[src/rtl/pxc_pkg.sv]
package pxc_pkg;
  typedef enum logic [1:0] {
    SEL_BLACK  = 2'd0,
    SEL_PLAIN  = 2'd1,
    SEL_CIPHER = 2'd2
  } osel_e;

  // cipher enable wins over plain enable
  function automatic osel_e pick_sel(input logic en_p, input logic en_c);
    if (en_c)      return SEL_CIPHER;
    else if (en_p) return SEL_PLAIN;
    else           return SEL_BLACK;
  endfunction
endpackage

[src/rtl/pxc_key_ptr.sv]
module pxc_key_ptr #(
  parameter int DEPTH = 9,
  parameter int PW    = $clog2(DEPTH)
) (
  input  logic          clk,
  input  logic          rst,
  input  logic          sof,
  input  logic          adv,
  output logic [PW-1:0] ptr_use
);
  logic [PW-1:0] ptr_q;
  logic [PW-1:0] ptr_base;

  // pointer steps first, then the stepped value selects the key
  always_comb begin
    ptr_base = sof ? '0 : ptr_q;
    if (ptr_base == PW'(DEPTH - 1)) ptr_use = '0;
    else                            ptr_use = ptr_base + 1'b1;
  end

  always_ff @(posedge clk) begin
    if (rst)      ptr_q <= '0;
    else if (adv) ptr_q <= ptr_use;
    else if (sof) ptr_q <= '0;
  end
endmodule

[src/rtl/pxc_key_table.sv]
module pxc_key_table #(
  parameter int DEPTH = 9,
  parameter int W     = 3,
  parameter int AW    = $clog2(DEPTH)
) (
  input  logic          clk,
  input  logic          we,
  input  logic [AW-1:0] waddr,
  input  logic [W-1:0]  wdata,
  input  logic [AW-1:0] raddr,
  output logic [W-1:0]  rdata
);
  logic [W-1:0] mem [DEPTH];

  always_ff @(posedge clk) begin
    if (we && (int'(waddr) < DEPTH)) mem[waddr] <= wdata;
  end

  assign rdata = mem[raddr];
endmodule

[src/rtl/pxc_sop_xor.sv]
module pxc_sop_xor #(
  parameter int W = 3
) (
  input  logic [W-1:0] plain,
  input  logic [W-1:0] key,
  output logic [W-1:0] cipher
);
  for (genvar b = 0; b < W; b++) begin : g_bit
    assign cipher[b] = (plain[b] & ~key[b]) | (~plain[b] & key[b]);
  end
endmodule

[src/rtl/pxc_out_stage.sv]
module pxc_out_stage
  import pxc_pkg::*;
#(
  parameter int W = 3
) (
  input  logic         clk,
  input  logic         rst,
  input  logic         in_valid,
  input  logic         en_p,
  input  logic         en_c,
  input  logic [W-1:0] plain,
  input  logic [W-1:0] cipher,
  output logic         out_valid,
  output logic [W-1:0] out_pix
);
  always_ff @(posedge clk) begin
    if (rst) begin
      out_valid <= 1'b0;
      out_pix   <= '0;
    end else begin
      out_valid <= in_valid;
      if (in_valid) begin
        case (pick_sel(en_p, en_c))
          SEL_CIPHER: out_pix <= cipher;
          SEL_PLAIN:  out_pix <= plain;
          default:    out_pix <= '0;
        endcase
      end
    end
  end
endmodule

[src/rtl/pix_xor_cipher.sv]
module pix_xor_cipher #(
  parameter int PIX_W     = 3,
  parameter int KEY_DEPTH = 9,
  parameter int KEY_AW    = $clog2(KEY_DEPTH)
) (
  input  logic              clk,
  input  logic              rst,
  input  logic              sof,
  input  logic              pix_valid,
  input  logic [PIX_W-1:0]  pix_data,
  input  logic              mode_table,
  input  logic [PIX_W-1:0]  user_key,
  input  logic              kt_we,
  input  logic [KEY_AW-1:0] kt_addr,
  input  logic [PIX_W-1:0]  kt_wdata,
  input  logic              en_plain,
  input  logic              en_cipher,
  output logic              out_valid,
  output logic [PIX_W-1:0]  out_pix
);
  logic [KEY_AW-1:0] ptr_use;
  logic [PIX_W-1:0]  tbl_key;
  logic [PIX_W-1:0]  key_sel;
  logic [PIX_W-1:0]  cipher;

  pxc_key_ptr #(.DEPTH(KEY_DEPTH), .PW(KEY_AW)) u_ptr (
    .clk(clk), .rst(rst), .sof(sof), .adv(pix_valid), .ptr_use(ptr_use)
  );

  pxc_key_table #(.DEPTH(KEY_DEPTH), .W(PIX_W), .AW(KEY_AW)) u_tbl (
    .clk(clk), .we(kt_we), .waddr(kt_addr), .wdata(kt_wdata),
    .raddr(ptr_use), .rdata(tbl_key)
  );

  assign key_sel = mode_table ? tbl_key : user_key;

  pxc_sop_xor #(.W(PIX_W)) u_sop (
    .plain(pix_data), .key(key_sel), .cipher(cipher)
  );

  pxc_out_stage #(.W(PIX_W)) u_out (
    .clk(clk), .rst(rst), .in_valid(pix_valid), .en_p(en_plain),
    .en_c(en_cipher), .plain(pix_data), .cipher(cipher),
    .out_valid(out_valid), .out_pix(out_pix)
  );
endmodule

[config.mk]
export PLATFORM = sky130hd
export DESIGN_NAME = pix_xor_cipher
export DESIGN_NICKNAME = d
export VERILOG_FILES = /design/src/rtl/pxc_pkg.sv /design/src/rtl/pxc_key_ptr.sv /design/src/rtl/pxc_key_table.sv /design/src/rtl/pxc_sop_xor.sv /design/src/rtl/pxc_out_stage.sv /design/src/rtl/pix_xor_cipher.sv
export SDC_FILE = /design/constraint.sdc
export NUM_CORES = 1
export LEC_CHECK = 0
export BUFFER_PORTS_ARGS = -buffer_cell sky130_fd_sc_hd__buf_2
export CAP_MARGIN = 20
export CORE_MARGIN = 2
export CORE_UTILIZATION = 55
export DETAILED_ROUTE_END_ITERATION = 8
export PLACE_DENSITY_LB_ADDON = 0.08
export SLEW_MARGIN = 20
export SYNTH_ARGS = -nofsm -noshare
export SYNTH_HDL_FRONTEND = slang
export SYNTH_HIERARCHICAL = 1
export SYNTH_SLANG_ARGS = --single-unit
export TNS_END_PERCENT = 20
[constraint.sdc]
create_clock -name clk -period 3.19 [get_ports clk]
set_input_delay 0 -clock clk [delete_from_list [all_inputs] [get_ports clk]]
set_output_delay 0 -clock clk [all_outputs]
set_load 0.01 [all_outputs]
==> results.md <==
- Status: finished clean
- Crit-path cells: or2b_2 > ha_1 > and4bb_1 > nor2_1 > buf_4 > mux2i_1 > mux4_2 > o21ai_1 > mux2_2 > xor2_1 > nand2_1 > a311oi_1
- Setup crit start kind: flip-flop
- Hold crit path type: in2reg
- HP Start: kt_addr[2]
- Clock Sinks: 35
- Layout cells sized above 1: 0.2530
- Critical path class: reg2reg
- Fin crit period: 2.877 ns
- Ant diodes: 0
- Slew @ Worst Pin: 0.8608 ns
- PD cells: 435.5 nW/um^2
- Final TNS setup: 0 ns
- Largest cells by area after synthesis: edfxtp_1 (50%), dfxtp_1 (10%), mux2i_1 (8.1%)
- Root buf cell: clkbuf_4
- Final-stage net count: 188
- Commonest non-fill, non-tap cell in the layout: edfxtp_1
- Setup crit end kind: flip-flop
- Maximum clock frequency: 347.6 MHz
- First-pass GRT wire length: 4885 um
- Synth cell types: 31
- Required time of the critical path: 3.46 ns
- Fin Clk Skew: 0.01690 ns
- Async S/R FF share, synth: 0
- Number of top-level pins: 25
- Design area: 1944 um^2
- Crit-path max FO: 12
- Reg2reg start: u_ptr/ptr_q[0]$_SDFF_PP0_
- Synthesized Nets: 145
- DIE AREA: 3372 um^2
- Drc violations: 0
- TritonCTS buffer count: 5
- Worst Setup SP: u_ptr/ptr_q[0]$_SDFF_PP0_
- Placed inst area: 1763 um^2
- DR iter-0 viols: 52
- P&R area growth vs syn: 20.93%
- Number of nets still failing antenna checks after routing: 0
- CP Data Arrival Time: 3.15 ns
- LEAKAGE: 0.7715 nW
- Fin crit share: 0.9020
- Reg clk slew, reported paths: 0.13 ns
- Skew-Pair Late Insertion Delay: 0.35 ns
- Detail Placement HPWL: 2142 um
- Pins Over Slew Limit: 0
- Port Buf Inserts: 24
- CTS H-tree lvls: 2
- EDFF count, synth: 27
- Site Rows: 19
- Max-cap violations: 0
- CP peak stage delay: 0.47 ns
- Setup-failing EPs final: 0
- Largest net degree at the start of global routing: 14
- Synth Instances: 122
- Most frequent cells in the layout: edfxtp_1 (27), buf_2 (24), nor2_1 (13), mux2i_1 (13)
- Synth Register Bits: 35
- Die height: 58.07 um
- Post-Syn Area: 1608 um^2
- Drt wl/cell: 15.02 um
- Post-CTS Repair Setup Buffers: 0
- Final wirelength: 2958 um
- Core area: 2758 um^2
- Endpoints failing hold: 0
- Total congestion overflow: 0
- Drt first pass iters: 4
- Global-route usage over all layers: 0.2031
- Area leader, netlist: edfxtp_1
- Synth warnings: 6
- RSZ-0062 raised after global routing: no
- Worst vdd ir: 0.3518 mV
- Starting Density: 0.5830
- Gpl congestion: 0.8189
- Vias in the first global route: 1114
- Predominant post-synthesis flop cell: edfxtp_1
- Slew Limit Headroom: 0.4208
- Post-synth top area share: 0.5043
- Total number of vias: 1102
- Slowest library cell on the worst path: mux4_2
- Avg Inst Size Synth: 13.18 um^2
- Seq/Total Area, Yosys: 0.6039
- Vias per cell: 5.594
- Die W: 58.07 um
- TritonCTS clock tree: done
- Antenna violations before repair: 0
- CTS max path bufs: 2
-- report_power, final --
| group | internal, mW | switching (mW) | total [mW] |
|---|---|---|---|
| clock network | 0.0881 | 0.165 | 0.253 |
| logic | 0.0453 | 0.0428 | 0.0881 |
| registers | 0.502 | 0.00382 | 0.506 |
-- cell usage after synthesis (all sizes together) (2+ instances only) --
library cell	number
edfxtp	27
mux2i	13
nor2	13
nand2	12
dfxtp	8
o21ai	5
nand3b	4
xor2	4
a21oi	3
a311oi	3
inv	3
mux2	3
mux4	3
nor2b	3
ha	2
nand2b	2
nor3	2
-- repair_timing --
action / CTS / global route
hold buffers: 12 / 0
endpoints found under the hold margin: 35 / 0
gates resized for setup: 0 / 0
-- per-layer routing --
| layer | global-route usage | part of all wire |
|---|---|---|
| met1 | 0.2194 | 0.40 |
| met2 | 0.3636 | 0.53 |
| met3 | 0.06027 | 0.040 |
| met4 | 0.09302 | 0.027 |
| met5 | 0 | 0 |
-- registers in the layout, summed over array words and instances, names as in the netlist --
name,count
u_out/out_pix,3
u_out/out_valid,1
u_ptr/ptr_q,4
u_tbl/mem,27
-- cell families (layout without fill, tap and decap cells) --
group	Yosys count	in the layout	share of synthesized area
xor+xnor	5	5	0.02724
flops	35	35	0.6039
compound gates	13	13	0.05058
mux	19	19	0.1440
fa+ha+maj	2	2	0.01556
buf+inv	4	48	0.01401
simple gates	44	44	0.1448
-- final timing paths --
| check | endpoint | slack, ns | depth (start not counted) |
|---|---|---|---|
| worst min register to register | u_out/out_pix[1]$_SDFFE_PP0P_ | 0.49 | 2 |
| worst max-delay path | u_out/out_pix[0]$_SDFFE_PP0P_ | 0.31 | 12 |
| worst min-delay path | u_tbl/mem[8][0]$_DFFE_PP_ | 0.03 | 2 |
| worst max register to register | u_out/out_pix[0]$_SDFFE_PP0P_ | 0.31 | 12 |
-- critical path: cells and delay by family (launching register included) --
kind                     cells  cell delay, ns
buffers and inverters        1            0.24
flip-flops                   1            0.35
adder cells (fa/ha/maj)      1            0.22
AND/OR/NAND/NOR              4            0.73
XOR/XNOR                     1            0.14
AO/OA/AOI/OAI                2            0.38
multiplexers                 3            0.75
-- metrics by stage --
step	power, mW	instances	hold WS (ns)	worst slack [ns]	utilization
2_1_floorplan	0.5580	122	0.06907	0.4275	-
3_3_place_gp	0.5908	177	0.2933	0.3808	0.6393
3_5_place_dp	0.5937	177	0.2926	0.3104	0.6393
4_1_cts	0.8560	197	0.01580	0.2907	0.7051
5_1_grt	0.8873	197	0.02030	0.05263	0.7051
6_report	0.8467	197	0.03003	0.3127	0.7051
-- area by class of cell --
type | instances | area [um^2]
clock buffers | 5 | 37.54
well taps | 31 | 38.79
clock inverters | 3 | 23.77
multi-input cells | 83 | 614.3
fillers | 201 | 813.3
flip-flops and latches | 35 | 970.9
inverters | 3 | 11.26
repair buffers | 37 | 247.7
Power figures use the tool's default switching activity.
